==> config.mk <==
export PLATFORM = sky130hd
export DESIGN_NAME = irc_carrier_gen
export DESIGN_NICKNAME = d
export VERILOG_FILES = /design/src/rtl/irc_pkg.sv /design/src/rtl/irc_tick_gen.sv /design/src/rtl/irc_phase_fsm.sv /design/src/rtl/irc_carrier_gen.sv
export SDC_FILE = /design/constraint.sdc
export NUM_CORES = 1
export LEC_CHECK = 0
export ABC_AREA = 1
export BUFFER_PORTS_ARGS = -buffer_cell sky130_fd_sc_hd__clkbuf_2
export CORE_MARGIN = 4
export CORE_UTILIZATION = 61
export CTS_BUF_LIST = sky130_fd_sc_hd__clkbuf_4
export CTS_CLUSTER_DIAMETER = 80
export DETAILED_ROUTE_END_ITERATION = 8
export GPL_TIMING_DRIVEN = 0
export PLACE_DENSITY = 0.92
export SLEW_MARGIN = 20
export SYNTH_ARGS = -nofsm -noshare
export SYNTH_HDL_FRONTEND = slang
export SYNTH_SLANG_ARGS = --single-unit
==> constraint.sdc <==
create_clock -name clk -period 1.9 [get_ports clk]
set_clock_uncertainty 0.15 [all_clocks]
set_input_delay 0.57 -clock clk [delete_from_list [all_inputs] [get_ports clk]]
set_output_delay 0.57 -clock clk [all_outputs]
set_load 0.01 [all_outputs]
==> src/rtl/irc_pkg.sv <==
package irc_pkg;

    typedef enum logic [1:0] {
        SRC_SYS   = 2'd0,
        SRC_XTAL3 = 2'd1,
        SRC_US    = 2'd2,
        SRC_US10  = 2'd3
    } irc_src_e;

    typedef enum logic [1:0] {
        ST_OFF,
        ST_FORCE,
        ST_MARK,
        ST_SPACE
    } irc_state_e;

    localparam int XTAL_DIV = 3;

endpackage

==> src/rtl/irc_tick_gen.sv <==
module irc_tick_gen
    import irc_pkg::*;
#(
    parameter int CYC_PER_US = 50,
    parameter int SLOW_DIV   = 10
) (
    input  logic       clk,
    input  logic       rst_n,
    input  logic       xtal_stb_i,
    input  logic [1:0] src_i,
    output logic       tick_o
);

    localparam int US_W = (CYC_PER_US > 1) ? $clog2(CYC_PER_US) : 1;
    localparam int SL_W = (SLOW_DIV > 1) ? $clog2(SLOW_DIV) : 1;

    logic [US_W-1:0] us_cnt;
    logic [SL_W-1:0] sl_cnt;
    logic [1:0]      x_cnt;
    logic            us_wrap;
    logic            sl_wrap;
    logic            x_wrap;
    logic            tick_d;

    assign us_wrap = (us_cnt == US_W'(CYC_PER_US - 1));
    assign sl_wrap = us_wrap && (sl_cnt == SL_W'(SLOW_DIV - 1));
    assign x_wrap  = xtal_stb_i && (x_cnt == 2'(XTAL_DIV - 1));

    always_comb begin
        unique case (src_i)
            SRC_SYS:   tick_d = 1'b1;
            SRC_XTAL3: tick_d = x_wrap;
            SRC_US:    tick_d = us_wrap;
            SRC_US10:  tick_d = sl_wrap;
            default:   tick_d = 1'b0;
        endcase
    end

    always_ff @(posedge clk or negedge rst_n) begin
        if (!rst_n) begin
            us_cnt <= '0;
            sl_cnt <= '0;
            x_cnt  <= '0;
            tick_o <= 1'b0;
        end else begin
            us_cnt <= us_wrap ? '0 : us_cnt + 1'b1;
            if (us_wrap) begin
                sl_cnt <= sl_wrap ? '0 : sl_cnt + 1'b1;
            end
            if (xtal_stb_i) begin
                x_cnt <= x_wrap ? '0 : x_cnt + 1'b1;
            end
            tick_o <= tick_d;
        end
    end

endmodule

==> src/rtl/irc_phase_fsm.sv <==
module irc_phase_fsm
    import irc_pkg::*;
#(
    parameter int CNT_W = 16
) (
    input  logic             clk,
    input  logic             rst_n,
    input  logic             tick_i,
    input  logic             enable_i,
    input  logic             force_i,
    input  logic             gate_i,
    input  logic             gate_rise_i,
    input  logic [CNT_W-1:0] mark_last_i,
    input  logic [CNT_W-1:0] space_last_i,
    output logic             load_o,
    output logic             carrier_o,
    output logic             period_end_o
);

    irc_state_e       state_q, state_n;
    logic [CNT_W-1:0] cnt_q, cnt_n;
    logic             wrap;

    always_comb begin
        state_n = state_q;
        cnt_n   = cnt_q;
        wrap    = 1'b0;
        load_o  = 1'b0;
        if (force_i) begin
            state_n = ST_FORCE;
            cnt_n   = '0;
        end else if (!enable_i) begin
            state_n = ST_OFF;
            cnt_n   = '0;
        end else begin
            unique case (state_q)
                ST_OFF, ST_FORCE: begin
                    state_n = ST_MARK;
                    cnt_n   = '0;
                    load_o  = 1'b1;
                end
                ST_MARK: begin
                    if (gate_rise_i) begin
                        cnt_n  = '0;
                        load_o = 1'b1;
                    end else if (tick_i) begin
                        if (cnt_q == mark_last_i) begin
                            state_n = ST_SPACE;
                            cnt_n   = '0;
                        end else begin
                            cnt_n = cnt_q + 1'b1;
                        end
                    end
                end
                ST_SPACE: begin
                    if (gate_rise_i) begin
                        state_n = ST_MARK;
                        cnt_n   = '0;
                        load_o  = 1'b1;
                    end else if (tick_i) begin
                        if (cnt_q == space_last_i) begin
                            state_n = ST_MARK;
                            cnt_n   = '0;
                            load_o  = 1'b1;
                            wrap    = 1'b1;
                        end else begin
                            cnt_n = cnt_q + 1'b1;
                        end
                    end
                end
            endcase
        end
    end

    // state register
    always_ff @(posedge clk or negedge rst_n) begin
        if (!rst_n) begin
            state_q <= ST_OFF;
            cnt_q   <= '0;
        end else begin
            state_q <= state_n;
            cnt_q   <= cnt_n;
        end
    end

    // registered outputs
    always_ff @(posedge clk or negedge rst_n) begin
        if (!rst_n) begin
            carrier_o    <= 1'b0;
            period_end_o <= 1'b0;
        end else begin
            carrier_o    <= force_i || ((state_n == ST_MARK) && gate_i);
            period_end_o <= wrap;
        end
    end

endmodule

==> src/rtl/irc_carrier_gen.sv <==
module irc_carrier_gen
    import irc_pkg::*;
#(
    parameter int CYC_PER_US = 50,
    parameter int SLOW_DIV   = 10,
    parameter int CNT_W      = 16
) (
    input  logic               clk,
    input  logic               rst_n,
    input  logic               xtal_stb_i,
    input  logic               cfg_enable_i,
    input  logic               cfg_force_high_i,
    input  logic [1:0]         cfg_src_i,
    input  logic [2*CNT_W-1:0] cfg_counts_i,
    input  logic               gate_i,
    output logic               carrier_o,
    output logic               period_end_o
);

    logic             tick;
    logic             gate_q;
    logic             gate_rise;
    logic             load;
    logic [CNT_W-1:0] mark_last_q;
    logic [CNT_W-1:0] space_last_q;

    assign gate_rise = gate_i && !gate_q;

    always_ff @(posedge clk or negedge rst_n) begin
        if (!rst_n) begin
            gate_q       <= 1'b0;
            mark_last_q  <= '0;
            space_last_q <= '0;
        end else begin
            gate_q <= gate_i;
            if (load) begin
                mark_last_q  <= cfg_counts_i[2*CNT_W-1:CNT_W];
                space_last_q <= cfg_counts_i[CNT_W-1:0];
            end
        end
    end

    irc_tick_gen #(
        .CYC_PER_US (CYC_PER_US),
        .SLOW_DIV   (SLOW_DIV)
    ) u_tick (
        .clk        (clk),
        .rst_n      (rst_n),
        .xtal_stb_i (xtal_stb_i),
        .src_i      (cfg_src_i),
        .tick_o     (tick)
    );

    irc_phase_fsm #(
        .CNT_W (CNT_W)
    ) u_fsm (
        .clk          (clk),
        .rst_n        (rst_n),
        .tick_i       (tick),
        .enable_i     (cfg_enable_i),
        .force_i      (cfg_force_high_i),
        .gate_i       (gate_i),
        .gate_rise_i  (gate_rise),
        .mark_last_i  (mark_last_q),
        .space_last_i (space_last_q),
        .load_o       (load),
        .carrier_o    (carrier_o),
        .period_end_o (period_end_o)
    );

endmodule

## Yosys cells after proc, flatten, opt, wreduce, memory -nomap -nowiden

Cells that the tools add are included.

| word-level totals | value |
|---|---|
| output and inout port bits | 2 |
| bits of input ports | 40 |
| logic and storage cells | 72 |
| bits in registers | 66 |

| cells by class | value |
|---|---|
| add/sub/neg operators | 4 |
| muxes and demuxes | 33 |
| reduce and logical (&&, ||, !) cells | 10 |
| equality and inequality tests | 14 |

Operator list:

| operator | count |
|---|---|
| two-way mux 16 bit | 8 |
| one-hot mux 16 bit (3 select lines) | 1 |
| == test 16 bit | 2 |
| two-way mux 2 bit | 9 |
| adder 16 x 1 -> 16 bit (second input constant) | 1 |
| == test 2 bit (second input constant) | 6 |
| two-way mux 1 bit | 10 |
| inequality test 5 bit (second input constant) | 2 |
| adder 6 x 1 -> 6 bit (second input constant) | 1 |
| == test 6 bit (second input constant) | 1 |
| two-way mux 6 bit | 1 |
| one-hot mux 2 bit (3 select lines) | 1 |
| adder 4 x 1 -> 4 bit (second input constant) | 1 |
| == test 2 x 1 -> 1 bit (second input constant) | 2 |
| == test 4 bit (second input constant) | 1 |
| logical AND 1 bit | 4 |
| zero test 2 bit | 2 |
| two-way mux 4 bit | 1 |
| one-hot mux 1 bit (4 select lines) | 1 |
| one-hot mux 1 bit (3 select lines) | 1 |
| adder 2 x 1 -> 2 bit (second input constant) | 1 |
| AND reduction 2 bit | 1 |
| OR reduction 2 bit | 1 |
| zero test 1 bit | 1 |
| logical OR 1 bit | 1 |

## Logic depth before layout (Yosys ltp)

Gate-level depths: netlist of the first run.

| depth | value |
|---|---|
| depth in word-level cells | 10 |
| depth in mapped cells | 13 |
| depth with buffers taken out | 11 |

## By module

Synthesis of the first run repeated with hierarchy kept, for this count alone.

| unflattened totals | value |
|---|---|
| cell total of the unflattened synthesis | 537 |
| area, all modules | 3764.9 sq um |

Modules (own cells, without submodules):

| module | instances | cells each | seq. area each (sq um) | area each (sq um) |
|---|---|---|---|---|
| irc_phase_fsm | 1 | 323 | 500.5 | 1774.2 |
| irc_carrier_gen | 1 | 139 | 825.8 | 1325.0 |
| irc_tick_gen | 1 | 75 | 325.3 | 665.6 |

## Worst setup path before layout of the first run

OpenSTA, ideal clock, no wires.

| path | value |
|---|---|
| kind | input-to-reg |
| from | input port gate_i |
| to | register u_fsm.cnt_q[4] |
| path slack | 0.127 ns |
| library setup time | 0.133 ns |
| data required time | 1.617 ns |
| cell stages on the path | 8 |
| buffers on the path | 0 |
| data arrival time | 1.490 ns |
| cell sequence | inv_1 > nor2_1 > nor2_1 > nand3_1 > nand3_1 > nor2_1 > xor2_1 > a21oi_1 |

| on the way | value |
|---|---|
| cells in the longest elaborated chain, start to end | 5 |
| elaborated cells on any way between the ends | 9 |
| those cells by class | eq/ne (2); mux (5); reduce/logical (2) |

Ends and longest elaborated chain:

| item | RTL line | RTL |
|---|---|---|
| start: declaration | irc_carrier_gen.sv:15 | `input logic gate_i,` |
| logical AND 1 bit * | irc_carrier_gen.sv:27 | `assign gate_rise = gate_i && !gate_q;` |
| two-way mux 16 bit, on equally long branches | irc_phase_fsm.sv:56, irc_phase_fsm.sv:43 |  |
| one-hot mux 16 bit (3 select lines) | irc_phase_fsm.sv:36 | `unique case (state_q)` |
| two-way mux 16 bit | irc_phase_fsm.sv:32 | `end else if (!enable_i) begin` |
| two-way mux 16 bit | irc_phase_fsm.sv:29 | `if (force_i) begin` |
| end signal: assignment | irc_phase_fsm.sv:82 | `cnt_q <= cnt_n;` |
| end: declaration | irc_phase_fsm.sv:21 | `logic [CNT_W-1:0] cnt_q, cnt_n;` |

Every way passes the cells marked *; elsewhere a longest branch is shown, timed or not.
A chain may end at the register's enable or synchronous reset.

## Worst setup path in the final report of the first run

| path | value |
|---|---|
| from | register u_fsm.cnt_q[3] |
| to | register space_last_q[12] |

| on the way | value |
|---|---|
| cells in the longest elaborated chain, start to end | 7 |

Ends and longest elaborated chain:

| item | RTL line | RTL |
|---|---|---|
| == test 16 bit | irc_phase_fsm.sv:61 | `if (cnt_q == space_last_i) begin` |
| two-way mux 1 bit | irc_phase_fsm.sv:61 |  |
| two-way mux 1 bit | irc_phase_fsm.sv:60 | `end else if (tick_i) begin` |
| two-way mux 1 bit | irc_phase_fsm.sv:56 | `if (gate_rise_i) begin` |
| one-hot mux 1 bit (3 select lines) | irc_phase_fsm.sv:36 |  |
| two-way mux 1 bit | irc_phase_fsm.sv:32 |  |
| two-way mux 1 bit | irc_phase_fsm.sv:29 |  |
| end signal: assignment | irc_carrier_gen.sv:38 | `space_last_q <= cfg_counts_i[CNT_W-1:0];` |
| end: declaration | irc_carrier_gen.sv:25 | `logic [CNT_W-1:0] space_last_q;` |

No other way between the ends.

==> out/qor.yml, run 1 <==
outcome: "finished, violations left"
violations: "negative setup slack"
ff_latch_area_um2: 1660
r2r_start: "u_fsm.cnt_q[3]$_DFFE_PN0P_"
htree_levels: 3
grtUsageMet3: 0.0423
place_congestion: 0.888
synthDominantCellAreaShare: 0.447
synth_top_area_cell: "dfrtp_1"
tightestPinTransition_ns: 0.427
io_pins: 42
start_util: 0.628
portBuffers: 41
hold_violations: 0
cp_cell_sequence: "inv_2 > nand2_1 > nand2_1 > nor2_2 > nand2_1 > nor2_2 > nand3_2 > nand2_4 > nand2_8 > clkbuf_16 > nand2_2 > nand2_1"
final_layout_size_suffix_gt1_frac: 0.228
critPathMaxFanout: 7
pwr-share-clk: 0.296
clockBufferDepth: 2
hold_path.class: "primary input to flop"
dr.pass1.iters: 5
routedWlPerCell_um: 14.9
max_stage_delay_ns: 0.44
cts_tree: "built"
grt_util_met2: 0.452
post_dp_cell_area_um2: 4020
critPathKind: "flop to flop"
internal_power_mw: 2.19
num-fill-cells: 443
crit_arrival_ns: 2.19
fin_crit_ns: 2.01
synth-seq-cells: 66
multi_input_area_um2: 1820
die_w_um: 85.8
syn2layout_area_growth_pct: 20.2
maxCapViolations: 0
cts_root_buf: "clkbuf_4"
netlist_instances: 522
grt_pass1_wl_mm: 15.5
worst_ep_required_time_ns: 2.08
p_leak_nw: 2.34
endpoint_kind: "flop"
grt_usage: 0.266
fin_ws_ns: -0.112
syn_area_per_cell_um2: 7.08
hold_start: "gate_i"
synth.top_cells.by_area: "dfrtp_1 (45%), nand2_1 (22%), inv_1 (7.0%)"
period_share: 1.06
async_flop_share: 1.00
synth_edf_count: 0
rows: 28
cts.sink_count: 66
finalPower_mw: 3.26
grt_util_met1: 0.340
grt_overflow: 0
synth_area_um2: 3690
core_area_um2: 5890
syn_nets: 567
dp_hpwl_mm: 6.60
grt_max_degree: 45
dieHeight_um: 85.8
power_density_nw_per_um2: 734
synth_most_common_cell: "nand2_1"
drc: 0
fmax_mhz: 497
die_area_um2: 7370
switching_share: 0.329
p_switching_mw: 1.07
vias_per_cell: 5.60
numCtsBuffers: 9
path_common_cell: "nand2_1"
grt_pass1_vias: 3476
cp-start-kind: "flop"
power_frac_seq: 0.515
path_clk_slew_ns: 0.13
stdcell_area_um2: 4440
holdWs_ns: 0.125
drtIter0Drc: 370
yosys_warnings: 0
critPathLaunch: "u_fsm.cnt_q[3]$_DFFE_PN0P_"
finalWirelength_mm: 9.93
fin_nets: 632
cp_slowest_cell: "dfrtp_1"
combPwrFrac: 0.189
antenna_found_initial: 0
setup_violations: 45
yosys_most_used_dff: "dfrtp_1"
synth_cell_types: 29
relSlewSlack: 0.713
synthTopCellsByCount: "nand2_1 (213), inv_1 (69), dfrtp_1 (66)"
ant_nets: 0
n_antenna_cell: 0
grt_busiest_layer: "met2"
via_count: 3733
vdd_drop_max_mv: 0.712
synth_seq_area_share: 0.447
grt_setup_unrepaired: "true"
maxSlewViolCount: 0
worstSkewPairLatency_ns: 0.43
-- path summary, 6_finish.rpt --
kind                                           endpoint  slack [ns]  cells past startpoint
setup / recovery           space_last_q[12]$_DFFE_PN0P_       -0.11                     12
max in group asynchronous    u_fsm.cnt_q[0]$_DFFE_PN0P_        0.61                      3
setup reg to reg           space_last_q[12]$_DFFE_PN0P_       -0.11                     12
hold reg to reg             mark_last_q[12]$_DFFE_PN0P_        0.37                      2
min in group asynchronous     u_fsm.carrier_o$_DFF_PN0_        0.44                      2
hold / removal                         gate_q$_DFF_PN0_        0.12                      1
-- registers in the layout, indices dropped and copies added (netlist names) --
name / flops
u_fsm.cnt_q: 16
mark_last_q: 16
u_fsm.period_end_o: 1
u_tick.sl_cnt: 4
space_last_q: 16
u_fsm.carrier_o: 1
u_fsm.state_q: 2
gate_q: 1
u_tick.tick_o: 1
u_tick.us_cnt: 6
u_tick.x_cnt: 2
-- worst max-delay path: cells and delay by family (launching register included) --
kind,cells,cell delay [ns]
buffers and inverters,2,0.26
DFF,1,0.44
and+or+nand+nor,10,1.06
-- per-stage QoR --
| step | util | setup slack (ns) | instances | TNS (ns) |
|---|---|---|---|---|
| final | 0.755 | -0.112 | 667 | -2.50 |
| after detailed placement | 0.682 | -0.328 | 639 | -10.82 |
| after global routing | 0.755 | -0.210 | 667 | -6.98 |
| after global placement | 0.679 | -0.289 | 638 | -26.43 |
| after CTS | 0.710 | 0.00358 | 657 | 0 |
| after floorplan | - | 0.127 | 522 | 0 |
-- power groups by stage --
stage | Sequential [mW] | Combinational (mW) | Clock [mW]
finish | 1.68 | 0.616 | 0.964
global route | 1.70 | 0.707 | 1.04
global placement | 1.67 | 0.490 | 0
CTS | 1.65 | 0.536 | 0.960
floorplan | 1.64 | 0.360 | 0
detailed placement | 1.68 | 0.527 | 0
-- routing by layer --
metal,share of wire,vias to the layer above
li1,-,1742
met1,0.39,1745
met2,0.50,202
met3,0.071,44
met4,0.039,0
met5,0,-
-- cell type report --
| cell class | instances | share of cell area |
|---|---|---|
| tap | 75 | 0.0211 |
| timing repair buffer | 55 | 0.0817 |
| clock buffer | 9 | 0.0152 |
| sequential | 66 | 0.373 |
| clock inverter | 7 | 0.0158 |
| inverter | 73 | 0.0617 |
| buffer | 10 | 0.0220 |
| multi-input combinational | 372 | 0.409 |
-- what timing repair did --
action                                  CTS  global route
gates resized for setup                   4            53
hold endpoints to repair                 22             0
gates cloned                              0             3
hold buffers                              1             0
setup buffers                             1             9
pin swaps                                 0             3
endpoints found under the setup margin   40            52
-- cells in the final DEF (no fill, tap or decap), types with 7 or more instances in the layout --
master      n
nand2_1   189
inv_1      65
dfrtp_1    61
nand3_1    47
clkbuf_2   41
nor2_1     32
a21oi_1    18
nand2_2    18
o21ai_0    12
buf_4      11
clkbuf_4   11
xor2_1     10
nand2_4     9
inv_2       8
nor2_2      8
nor3_1      7
-- cell families (layout without fill, tap and decap cells) --
logic type / count (synthesis) / count (layout) / synth area share
simple gates: 321 / 322 / 0.363
buf+inv: 85 / 154 / 0.0996
fa+ha+maj: 5 / 5 / 0.0169
compound gates: 35 / 35 / 0.0501
xor+xnor: 10 / 10 / 0.0237
flops: 66 / 66 / 0.447
(Power assumes the default switching activity.)
==> run 2, diff against run 1 <==
SYNTH_HIERARCHICAL = 1   (was not set)
TNS_END_PERCENT = 1   (was not set)
==> run 2 against run 1 <==
  * The run still ends with negative setup slack left
  * Largest cell class unchanged
  * Combinational power is 3.6% lower
  * Routed wire length up 16%
  * Synthesized cell count is 2.9% higher
  * Hold slack improved by 0.0067 ns
  * Global-route usage decreased by 0.17 points
  * Setup slack got worse by 0.18 ns
  * Count of clock-buffer cells in the layout is 1 higher
  * Die area increased by 1.7%
  * First-iteration DRC count rose by 36%
  * Via count up 9.3%
  * Critical path depth is 2 lower
  * Register-to-register slack got worse by 0.18 ns
  * Largest power group unchanged
==> out/qor.yml, run 2 <==
io_pins: 42
cts_tree: "built"
endpoint_kind: "flop"
fmax_mhz: 456
synth_edf_count: 0
portBuffers: 41
vdd_drop_max_mv: 0.546
synth_mux_area_frac: 0
vias_per_cell: 5.84
syn_area_per_cell_um2: 7.01
crit_arrival_ns: 2.35
syn2layout_area_growth_pct: 23.3
r2r_slack_ns: -0.29
setup_violations: 48
critPathKind: "flop to flop"
dieHeight_um: 86.6
grt_pass1_wl_mm: 15.5
synth_most_common_cell: "nand2_1"
synth_cell_types: 29
hold_path.class: "primary input to flop"
fin_crit_ns: 2.19
numCtsBuffers: 9
htree_levels: 3
fin_cells: 699
synth_seq_area_share: 0.439
p_switching_mw: 1.00
synth_top_area_cell: "dfrtp_1"
die_area_um2: 7490
syn_nets: 582
tightestPinTransition_ns: 0.553
n_antenna_cell: 0
dr.pass1.iters: 6
violations: "negative setup slack"
synth_compound_area_frac: 0.0405
relSlewSlack: 0.630
drc: 0
maxSlewViolCount: 0
worst_r2r_path_depth: 10
hold_violations: 0
path_clk_slew_ns: 0.12
async_flop_share: 1.00
antenna_found_initial: 0
reg.largest.list: "mark_last_q (16), space_last_q (16), u_fsm/cnt_q (16)"
place_congestion: 0.933
yosys_most_used_dff: "dfrtp_1"
critPathLaunch: "u_fsm/cnt_q[0]$_DFFE_PN0P_"
switching_share: 0.316
core_area_um2: 5960
yosys_warnings: 6
worst_ep_required_time_ns: 2.06
cp-start-kind: "flop"
fin_nets: 665
grt_usage: 0.264
combPwrFrac: 0.187
timing.rr.end: "u_fsm/cnt_q[13]$_DFFE_PN0P_"
start_util: 0.632
final_util: 0.780
grt_pass1_vias: 3692
synth-simple-area-share: 0.384
internal_power_mw: 2.17
routedWlPerCell_um: 16.5
grt_overflow: 0
final_layout_size_suffix_gt1_frac: 0.279
critPathMaxFanout: 4
r2r_start: "u_fsm/cnt_q[0]$_DFFE_PN0P_"
synth_top_family_by_area: "simple AND/OR/NAND/NOR gates"
fin_ws_ns: -0.294
final_common_cell: "nand2_1"
cts_root_buf: "clkbuf_4"
synth_area_um2: 3760
dp_hpwl_mm: 6.42
period_share: 1.15
synth.top_cells.by_area: "dfrtp_1 (44%), nand2_1 (25%), inv_1 (7.3%)"
pwr-share-clk: 0.286
holdWs_ns: 0.132
via_count: 4080
synthAdderAreaFrac: 0.0166
rows: 28
ant_nets: 0
outcome: "finished, violations left"
synth_xor_xnor_area_share: 0.0140
grt_setup_unrepaired: "true"
cts.sink_count: 66
layout.cells.most_common_list: "nand2_1 (222), inv_1 (66), dfrtp_1 (62)"
setup_tns_ns: -9.65
power_frac_seq: 0.527
placed_cells_incl_taps: 654
worstSkewPairLatency_ns: 0.43
maxCapViolations: 0
p_leak_nw: 2.53
synth-seq-cells: 66
netlist_instances: 537
crit_end: "u_fsm/cnt_q[13]$_DFFE_PN0P_"
finalWirelength_mm: 11.5
power_density_nw_per_um2: 684
clockBufferDepth: 2
drtIter0Drc: 502
grt_max_degree: 44
die_w_um: 86.6
synthTopCellsByCount: "nand2_1 (246), inv_1 (73), dfrtp_1 (66)"
synthDominantCellAreaShare: 0.439
## run 2: cell count changes in the layout (fill, tap and decap cells not counted), sizes merged, moves of 7 or more
cell	before	now
a21oi	18	6
nand3	49	16
buf	19	34
nor2	41	56
nand2	217	261
nand4	3	10
## run 2: metrics by stage
| step | worst slack (ns) | power [mW] | instance area [um2] |
|---|---|---|---|
| after detailed placement | -0.502 | 2.18 | 4090 |
| after global routing | -0.361 | 3.35 | 4640 |
| after global placement | -0.424 | 2.14 | 4060 |
| after CTS | -0.158 | 3.07 | 4370 |
| final | -0.294 | 3.17 | 4640 |
| after floorplan | -0.0570 | 2.00 | 3760 |
## run 2: worst min-delay path by stage
stage,startpoint,to,slack [ns],cells after the start
after global routing,gate_i,gate_q$_DFF_PN0_,0.12,1
after floorplan,rst_n,gate_q$_DFF_PN0_,0.12,0
after CTS,gate_i,gate_q$_DFF_PN0_,0.11,1
after global placement,u_tick/x_cnt[1]$_DFFE_PN0P_,u_tick/x_cnt[1]$_DFFE_PN0P_,0.32,1
final,gate_i,gate_q$_DFF_PN0_,0.13,1
after detailed placement,mark_last_q[1]$_DFFE_PN0P_,mark_last_q[1]$_DFFE_PN0P_,0.34,2
## run 2: per-layer routing
layer	vias up	routed length (um)	GRT usage	part of all wire
met4	0	849	0.161	0.074
li1	1792	-	-	-
met1	1887	4200	0.290	0.36
met3	105	940	0.0532	0.082
met5	-	0	0	0
met2	296	5520	0.467	0.48
## run 2: area by class of cell
cell class	count	area (um2)
Tap cell	75	93.8
Clock inverter	5	46.3
Inverter	77	299
Sequential cell	66	1660
Timing Repair Buffer	72	467
Buffer	8	121
Multi-Input combinational cell	386	1880
Fill cell	376	1310
Clock buffer	10	75.1
## run 2: what timing repair did
action | in CTS | in global routing
hold buffers | 1 | 0
gates cloned | 0 | 1
endpoints found under the hold margin | 23 | 0
setup buffers | 16 | 13
endpoints found under the setup margin | 45 | 49
pin swaps | 6 | 22
resized for setup | 14 | 61
## run 2: logic make-up (layout without fill, tap and decap cells)
group / Yosys count / in the layout
adder cells (fa/ha/maj): 5 / 5
flip-flops: 66 / 66
XOR/XNOR: 6 / 6
AO/OA/AOI/OAI: 25 / 26
AND/OR/NAND/NOR: 349 / 349
buffers and inverters: 86 / 172
## run 2: power by group through the flow
stage / Combinational (mW) / Clock [mW] / Sequential (mW)
2_1_floorplan: 0.346 / 0 / 1.65
3_3_place_gp: 0.470 / 0 / 1.67
3_5_place_dp: 0.499 / 0 / 1.68
4_1_cts: 0.518 / 0.898 / 1.66
5_1_grt: 0.665 / 0.995 / 1.69
6_report: 0.594 / 0.907 / 1.67
## run 2: critical path, stage by stage, from the launching register on
cell and delay [ns]:
dfrtp_1 0.46, inv_2 0.06, buf_4 0.15, nor2_4 0.16, nand2_1 0.14, nor2_1 0.17, nand3_1 0.15, nor3_2 0.28
buf_4 0.16, xor2_1 0.14, nor2_1 0.06
==> run 3, diff against run 2 <==
ABC_AREA = not set   (was 1)
CORE_UTILIZATION = 60   (was 61)
PLACE_DENSITY = 0.91   (was 0.92)
==> run 3 against run 2 <==
  * Largest cell class unchanged
  * Critical path depth down 1
  * Setup slack worse by 0.25 ns
  * Area after synthesis shrank 5.8%
  * Combinational power decreased by 8.2%
  * Power up 3.9%
  * Global-route usage fell by 3.6 points
  * Cell count shrank 39%
  * Highest routed layer unchanged
  * Sequential power hardly changed
  * The run still ends with negative setup slack left
  * Sequential share of layout area increased by 4.5 points
  * Hold slack got worse by 0.0042 ns
==> out/qor.yml, run 3 <==
syn_nets: 341
start_util: 0.633
crit_arrival_ns: 2.60
final_common_cell: "dfrtp_1"
finalWirelength_mm: 7.46
r2r_slack_ns: -0.55
grt_busiest_layer: "met2"
synth_area_um2: 3550
n_antenna_cell: 0
fin_crit_ns: 2.45
via_count: 2443
period_share: 1.29
io_pins: 42
place_congestion: 0.873
synth_most_common_cell: "dfrtp_1"
hold_path.class: "primary input to flop"
worst_ep_required_time_ns: 2.05
critPathMaxFanout: 10
syn_area_per_cell_um2: 12.0
synth_cell_types: 46
r2r_start: "u_fsm/cnt_q[4]$_DFFE_PN0P_"
synthTopCellsByCount: "dfrtp_1 (66), xnor2_1 (35), mux2_4 (30)"
async_flop_share: 1.00
grt_usage: 0.229
yosys_warnings: 6
synth_top_area_cell: "dfrtp_1"
cp_slowest_cell: "dfrtp_1"
routedWlPerCell_um: 17.4
synthDominantCellAreaShare: 0.466
critPathLaunch: "u_fsm/cnt_q[4]$_DFFE_PN0P_"
synth.top_cells.by_area: "dfrtp_1 (47%), mux2_4 (13%), xnor2_1 (8.6%)"
cts.sink_count: 66
finalPower_mw: 3.30
violations: "negative setup slack"
max_stage_delay_ns: 0.40
grtUsageMet3: 0.0660
ant_nets: 0
internal_power_mw: 2.44
p_switching_mw: 0.854
critPathKind: "flop to flop"
grt_overflow: 0
worstSkewPairLatency_ns: 0.42
cp-start-kind: "flop"
synth-seq-cells: 66
die_area_um2: 7210
vdd_drop_max_mv: 0.845
endpoint_kind: "flop"
fin_ws_ns: -0.547
dp_hpwl_mm: 5.52
placed_cells_incl_taps: 410
maxSlewViolCount: 0
crit_end: "mark_last_q[3]$_DFFE_PN0P_"
grt_util_met2: 0.378
fin_cells: 428
yosys_most_used_dff: "dfrtp_1"
drc: 0
worst_r2r_path_depth: 9
reg.largest.list: "mark_last_q (16), space_last_q (16), u_fsm/cnt_q (16)"
switching_share: 0.259
rows: 27
dr.pass1.iters: 4
clockBufferDepth: 2
die_w_um: 84.9
synth_edf_count: 0
timing.rr.end: "mark_last_q[3]$_DFFE_PN0P_"
outcome: "finished, violations left"
hold_start: "gate_i"
grt_pass1_wl_mm: 12.8
antenna_found_initial: 0
combPwrFrac: 0.165
maxCapViolations: 0
cts_root_buf: "clkbuf_4"
vias_per_cell: 5.71
synth_seq_area_share: 0.466
pwr-share-clk: 0.327
grt_pass1_vias: 2635
netlist_instances: 296
cp_cell_sequence: "buf_6 > xnor2_4 > nand4_1 > nor4_4 > a21oi_2 > nor3_2 > buf_6 > buf_12 > mux2_4"
fin_nets: 396
layout.cells.most_common_list: "dfrtp_1 (65), clkbuf_2 (41), xnor2_1 (32)"
p_leak_nw: 1.80
portBuffers: 41
tightestPinTransition_ns: 0.421
syn2layout_area_growth_pct: 15.9
grt_util_met1: 0.286
power_frac_seq: 0.508
hold_violations: 0
path_clk_slew_ns: 0.11
numCtsBuffers: 9
final_layout_size_suffix_gt1_frac: 0.376
fmax_mhz: 409
dieHeight_um: 84.9
htree_levels: 3
drtIter0Drc: 200
setup_violations: 50
power_density_nw_per_um2: 802
cts_tree: "built"
path_common_cell: "buf_6"
relSlewSlack: 0.719
grt_setup_unrepaired: "true"
core_area_um2: 5610
grt_max_degree: 38
-- run 3: worst max-delay path, delay by kind of cell (launching register included) --
kind | cells | cell delay, ns
xor gates and xnor gates | 1 | 0.15
muxes | 1 | 0.31
AOI/OAI and AO/OA | 1 | 0.11
and+or+nand+nor | 3 | 0.72
DFF | 1 | 0.40
buffers and inverters | 3 | 0.49
-- run 3: area by class of cell --
| class | instances | area, um2 |
|---|---|---|
| clock buffer | 10 | 75.1 |
| tap | 72 | 90.1 |
| timing repair buffer | 44 | 245 |
| inverter | 10 | 37.5 |
| sequential | 66 | 1650 |
| fill | 397 | 1500 |
| clock inverter | 6 | 90.1 |
| buffer | 18 | 180 |
| multi-input combinational | 202 | 1740 |
-- run 3: how the worst min path moves through the flow --
stage          cells after the start  slack [ns]                    endpoint
5_1_grt                            1         0.1            gate_q$_DFF_PN0_
4_1_cts                            1        0.09            gate_q$_DFF_PN0_
3_3_place_gp                       1        0.33  u_tick/us_cnt[0]$_DFF_PN0_
6_report                           1        0.13            gate_q$_DFF_PN0_
3_5_place_dp                       1        0.34  u_tick/us_cnt[0]$_DFF_PN0_
2_1_floorplan                      0        0.12            gate_q$_DFF_PN0_
-- run 3: routing by layer --
layer,up-vias,part of all wire
met4,0,0.021
li1,1144,-
met2,87,0.52
met5,-,0
met3,17,0.049
met1,1195,0.41
-- run 3: cells by family (layout without fill, tap and decap cells) --
kind of cell               after synthesis  in the layout  share of synthesized area
adders and majority gates                5              5                     0.0176
xor gates and xnor gates                40             40                      0.101
and+or+nand+nor                         90             90                      0.151
AOI/OAI and AO/OA                       31             31                     0.0596
buffers and inverters                   28             88                     0.0600
muxes                                   36             36                      0.146
DFF                                     66             66                      0.466
-- run 3: per-stage QoR --
step                      area [um2]  utilization  hold WS [ns]  setup slack, ns  setup TNS (ns)
after global placement          3850        0.687         0.327           -0.659          -45.77
after global routing            4110        0.733        0.0973           -0.687          -26.21
final                           4110        0.733         0.127           -0.547          -20.36
after CTS                       4110        0.733        0.0923           -0.534          -19.36
after floorplan                 3560            -         0.124           -0.407          -13.86
after detailed placement        3880        0.691         0.341           -0.711          -29.01
-- run 3: what timing repair did --
item / CTS / global route
setup endpoints to repair: 50 / 51
hold buffers: 1 / 0
gates resized for setup: 12 / 1
hold endpoints to repair: 29 / 0
pin swaps: 13 / 3
buffers inserted: 1 / 0
-- run 3: power groups by stage --
stage                     clock (mW)  sequential [mW]  combinational, mW
after global placement             0             1.68              0.497
after CTS                       1.11             1.68              0.548
after detailed placement           0             1.70              0.530
after floorplan                    0             1.66              0.395
after global routing            1.18             1.69              0.585
final                           1.08             1.68              0.545
